## src/rtl/tri_pwm_gate_seq.sv

```systemverilog
module tri_pwm_gate_seq #(
  parameter int unsigned GH_HOLD_CYC = 7,
  parameter int unsigned GL_HOLD_CYC = 26,
  parameter int unsigned DEAD_CYC    = 2
) (
  input  logic clk,
  input  logic rst_n,
  input  logic pwm_hi,
  input  logic pwm_mid,
  input  logic dis_n,
  input  logic dem_n,
  input  logic zc_flag,
  input  logic sup_ok,
  input  logic ot_hot,
  input  logic ot_cool,
  input  logic gh_low_fb,
  input  logic gl_low_fb,
  output logic gh_en,
  output logic gl_en,
  output logic therm_warn
);

  localparam int unsigned MID_MAX = (GL_HOLD_CYC > GH_HOLD_CYC) ? GL_HOLD_CYC : GH_HOLD_CYC;
  localparam int unsigned MID_W   = $clog2(MID_MAX + 2);
  localparam int unsigned DEAD_W  = $clog2(DEAD_CYC + 2);

  logic              live;
  logic [MID_W-1:0]  mid_cnt;
  logic              gh_exp, gl_exp;
  logic              armed, tgt_gh, tgt_gl, zc_lat;
  logic              gh_q, gl_q;
  logic [DEAD_W-1:0] gh_off_cnt, gl_off_cnt;
  logic              gh_clear, gl_clear;

  assign live     = dis_n & sup_ok;
  assign gh_exp   = mid_cnt >= MID_W'(GH_HOLD_CYC);
  assign gl_exp   = mid_cnt >= MID_W'(GL_HOLD_CYC);
  assign gh_clear = gh_off_cnt == DEAD_W'(DEAD_CYC);
  assign gl_clear = gl_off_cnt == DEAD_W'(DEAD_CYC);

  always_ff @(posedge clk or negedge rst_n) begin
    if (!rst_n)                            mid_cnt <= '0;
    else if (!live || !pwm_mid)            mid_cnt <= '0;
    else if (mid_cnt != MID_W'(MID_MAX))   mid_cnt <= mid_cnt + 1'b1;
  end

  always_ff @(posedge clk or negedge rst_n) begin
    if (!rst_n) begin
      armed <= 1'b0; tgt_gh <= 1'b0; tgt_gl <= 1'b0; zc_lat <= 1'b0;
    end else if (!live) begin
      armed <= 1'b0; tgt_gh <= 1'b0; tgt_gl <= 1'b0; zc_lat <= 1'b0;
    end else if (!pwm_mid) begin
      armed  <= 1'b1;
      tgt_gh <= pwm_hi;
      tgt_gl <= !pwm_hi;
      if (!pwm_hi) zc_lat <= 1'b0;
    end else if (armed) begin
      if (gh_exp || gl_exp) tgt_gh <= 1'b0;
      if (gl_exp) begin
        if (dem_n) tgt_gl <= 1'b0;
        else begin
          tgt_gl <= !zc_flag && !zc_lat;
          if (zc_flag) zc_lat <= 1'b1;
        end
      end
    end
  end

  always_ff @(posedge clk or negedge rst_n) begin
    if (!rst_n) begin
      gh_off_cnt <= '0; gl_off_cnt <= '0;
    end else begin
      if (!live || gh_q || !gh_low_fb) gh_off_cnt <= '0;
      else if (!gh_clear)              gh_off_cnt <= gh_off_cnt + 1'b1;
      if (!live || gl_q || !gl_low_fb) gl_off_cnt <= '0;
      else if (!gl_clear)              gl_off_cnt <= gl_off_cnt + 1'b1;
    end
  end

  always_ff @(posedge clk or negedge rst_n) begin
    if (!rst_n) begin
      gh_q <= 1'b0; gl_q <= 1'b0;
    end else begin
      gh_q <= live && tgt_gh && !tgt_gl && (gh_q || (!gl_q && gl_clear));
      gl_q <= live && tgt_gl && !tgt_gh && (gl_q || (!gh_q && gh_clear));
    end
  end

  always_ff @(posedge clk or negedge rst_n) begin
    if (!rst_n)       therm_warn <= 1'b0;
    else if (ot_hot)  therm_warn <= 1'b1;
    else if (ot_cool) therm_warn <= 1'b0;
  end

  assign gh_en = gh_q & live;
  assign gl_en = gl_q & live;

  AST_NO_OVERLAP: assert property (@(posedge clk) disable iff (!rst_n) !(gh_en && gl_en));
  AST_GH_WAITS_FB: assert property (@(posedge clk) disable iff (!rst_n) $rose(gh_q) |-> !$past(gl_q) && $past(gl_low_fb, 2));
  AST_GL_WAITS_FB: assert property (@(posedge clk) disable iff (!rst_n) $rose(gl_q) |-> !$past(gh_q) && $past(gh_low_fb, 2));
  AST_DIS_CLEARS: assert property (@(posedge clk) disable iff (!rst_n) !dis_n |=> !gh_q && !gl_q);
  AST_SUP_CLEARS: assert property (@(posedge clk) disable iff (!rst_n) !sup_ok |=> !gh_q && !gl_q);
  AST_WARN_HOLDS: assert property (@(posedge clk) disable iff (!rst_n) (!ot_hot && !ot_cool) |=> $stable(therm_warn));
  AST_WARN_SETS: assert property (@(posedge clk) disable iff (!rst_n) ot_hot |=> therm_warn);
  AST_MID_NO_GH_ON: assert property (@(posedge clk) disable iff (!rst_n) (pwm_mid && $past(pwm_mid) && !gh_q) |=> !gh_q);

endmodule

```

## config.mk

```make
export PLATFORM = sky130hd
export DESIGN_NAME = tri_pwm_gate_seq
export DESIGN_NICKNAME = d
export VERILOG_FILES = /design/src/rtl/tri_pwm_gate_seq.sv
export SDC_FILE = /design/constraint.sdc
export NUM_CORES = 1
export LEC_CHECK = 0
export BUFFER_PORTS_ARGS = -buffer_cell sky130_fd_sc_hd__buf_2
export CAP_MARGIN = 25
export CORE_MARGIN = 2
export CORE_UTILIZATION = 52
export DETAILED_ROUTE_END_ITERATION = 7
export GPL_TIMING_DRIVEN = 0
export PLACE_DENSITY_LB_ADDON = 0.2
export SLEW_MARGIN = 20
export SYNTH_ARGS = -nofsm -noshare
export SYNTH_HDL_FRONTEND = slang
export SYNTH_SLANG_ARGS = --single-unit
```

## constraint.sdc

```tcl
create_clock -name clk -period 1.93 [get_ports clk]
set_input_delay 0.2895 -clock clk [delete_from_list [all_inputs] [get_ports clk]]
set_output_delay 0.2895 -clock clk [all_outputs]
set_load 0.05 [all_outputs]
```

==> summary.txt <==
Status
  • Outcome: completed

Final layout
  • Finished Layout Cells: 116
  • N_diodes: 0
  • P&R area growth vs syn: 17.3%
  • Design Area, Final: ~920 um^2
  • Finished Core Util: between 60% and 70%
  • Share of cells above drive strength 1: 19.0%
  • Final nets: 117

Critical path
  • CP Max Fanout: 5
  • Crit Path Class: reg -> reg
  • Startpoint Class: flop
  • Crit end category: flop
  • Crit path largest cell delay: around 0.43 ns
  • CP Cell Sequence: inv_1, ha_1, nor3_1, nor3_1, o311a_1
  • Critical path's slowest cell: dfrtp_1
  • Worst Path Required: around 2.1 ns
  • CP dominant cell by count: nor3_1
  • Crit path DAT: approximately 1.8 ns

Timing
  • Fmax: just over 600 MHz
  • Setup TNS: 0 ns
  • Unrepaired setup endpoints after global routing: no
  • Fin Hold WS: 0.171 ns
  • Final min period: between 1.5 and 2 ns
  • Slew headroom: between 60 and 70%
  • Final setup violation count: 0
  • Setup Skew: between 0.005 and 0.006 ns
  • Final period util: a little under nine tenths
  • Final Hold Fails: 0
  • Final slew viol count: 0
  • Final WS setup: ~0.28 ns
  • Worst-Margin Slew: ~0.46 ns

Placed design
  • Setup WS pre-CTS: ~0.32 ns
  • Post-DP Area: ~900 um^2
  • GP Congestion: 0.751
  • IO buf count: 14
  • Inst Count DP: about 110
  • DP HPWL: approximately 1100 um

Detailed routing
  • Avg Vias per Cell: roughly 5.5
  • DR iter-0 viols: 10
  • Max Used Layer: met4
  • Total Wirelength: between 1000 and 1500 um
  • Drt pass-1 iters: 4
  • Final ANT Viol Nets: 0
  • Via count: about 640
  • Met3 wire length: about 41 um
  • WL/cell: roughly 12 um
  • Routed wl met2: between 700 and 800 um
  • M1 WL: around 600 um
  • Drt drc: 0

Worst hold path
  • Worst min path class: in -> reg

Floorplanning
  • Die area: roughly 0.0018 mm^2
  • Core Rows: 14
  • Num ports: 15
  • Die Height: around 43 um
  • Starting Density: between 50% and 60%
  • Core ar.: about 0.0015 mm^2
  • Die X: 42.9 um

Yosys
  • Post-synthesis cell area: between 700 and 800 um^2
  • Top_reg_cell synth: dfrtp_1
  • Sequential area share after synthesis: about half
  • Commonest cells post-synth: dfrtp_1 (16), nor2_1 (13), inv_1 (8)
  • Area share of the largest cell type after synthesis: between 50% and 60%
  • Count of cell types in the netlist: 24
  • Count leader, synth: dfrtp_1
  • Cells after Synth: 81
  • Top cells by area, synth: dfrtp_1 (51%), ha_1 (6.3%), nor2_1 (6.2%)
  • Syn Area/Cell: approximately 10 um^2
  • #FFs+latches synth: 16
  • Synth Net Count: 97
  • Yosys top cell by area: dfrtp_1
  • Synth warn: 0
  • Ys async rst share: 100%
  • Post-synth EDFFs: 0

Clock network
  • H-tree Lvls: 1
  • Clk buf depth: 2
  • Worst skew pair latency: 0.29 ns
  • CTS Buf Count: 3
  • Clock-pin transition on the worst setup and hold timing paths: 0.09 ns
  • Root buf cell: clkbuf_4
  • CTS tree: yes
  • # Post-CTS Setup Buffers: 0
  • Clk sink count: 16

Global routing
  • Remaining global-route overflow: 0
  • All-layer global routing usage: approximately a fifth
  • Vias in the first global route: 601
  • Largest net degree at the start of global routing: 17
  • Initial antenna violation count: 0
  • First-pass GRT wire length: approximately 2500 um

Pwr
  • Pwr Total: between 0.6 and 0.7 mW
  • Static Leak: 0.454 nW
  • PwrDens: slightly below 700 mW/mm^2
  • Peak VDD IR: roughly 320 uV

Job
  • Max Cap Viol: 0
state kept, by name (all words and copies together), names as in the netlist:
name,count
zc_lat,1
tgt_gh,1
gl_q,1
gh_off_cnt,2
armed,1
gl_off_cnt,2
tgt_gl,1
gh_q,1
mid_cnt,5
therm_warn,1
final cells by class:
| cell class | instances | area [um^2] |
|---|---|---|
| Fill cell | 130 | 529 |
| Tap cell | 16 | 20.0 |
| Clock buffer | 4 | 36.3 |
| Multi-Input combinational cell | 57 | 358 |
| Inverter | 8 | 30.0 |
| Sequential cell | 16 | 400 |
| Timing Repair Buffer | 15 | 80.1 |
path summary, 6_finish.rpt:
kind | from | to | slack (ns) | depth (start not counted)
setup / recovery | mid_cnt[0]$_DFFE_PN0P_ | tgt_gl$_DFFE_PN0P_ | 0.28 | 5
hold / removal | ot_hot | therm_warn$_DFFE_PN0P_ | 0.17 | 2
setup reg to reg | mid_cnt[0]$_DFFE_PN0P_ | tgt_gl$_DFFE_PN0P_ | 0.28 | 5
hold reg to reg | tgt_gl$_DFFE_PN0P_ | gh_q$_DFF_PN0_ | 0.47 | 1
max in group asynchronous | rst_n | gh_off_cnt[0]$_DFFE_PN0P_ | 1.25 | 2
min in group asynchronous | rst_n | mid_cnt[2]$_DFFE_PN0P_ | 0.42 | 2
layout by cell type, fill, tap and decap left out, drive strengths merged:
cell	n
a21o	1
a211oi	1
xnor2	1
clkbuf	4
dfrtp	16
nor2	13
nand4b	1
or4	1
inv	8
dlygate4sd3	1
buf	14
a21oi	6
o2111ai	1
and2	1
nand3	5
a2111oi	1
xor2	5
o311a	1
o22ai	1
o21ai	1
nor3	4
o21a	1
or3	1
nor4b	2
nand2	5
ha	4
cell families after synthesis:
| family | Yosys count | share of synthesized area, % |
|---|---|---|
| compound gates | 14 | 11.6 |
| xor+xnor | 6 | 6.67 |
| fa+ha+maj | 4 | 6.35 |
| buf+inv | 8 | 3.81 |
| flops | 16 | 50.8 |
| simple gates | 33 | 20.8 |
critical path, delay by kind of cell, from the launching register on:
family	cells	cell delay [ns]
and+or+nand+nor	2	0.54
adders and majority gates	1	0.21
AOI/OAI and AO/OA	1	0.30
buffers and inverters	1	0.06
DFF	1	0.43
repair_timing:
| item | in CTS | in global routing |
|---|---|---|
| resized for setup | 0 | 0 |
| endpoints found under the hold margin | 16 | 0 |
| setup endpoints to repair | 0 | 0 |
| hold buffers | 1 | 0 |
layer usage:
layer  global-route usage, %  up-vias
met1                    22.2      303
met4                    12.7        0
li1                        -      319
met2                    30.9       12
met5                       0        -
met3                    2.55        5
where the power goes:
group	internal, mW	switching [mW]
Sequential	0.342	0.00530
Combinational	0.0211	0.0316
Clock	0.115	0.106
No activity file was read; power rests on OpenSTA's default activity.
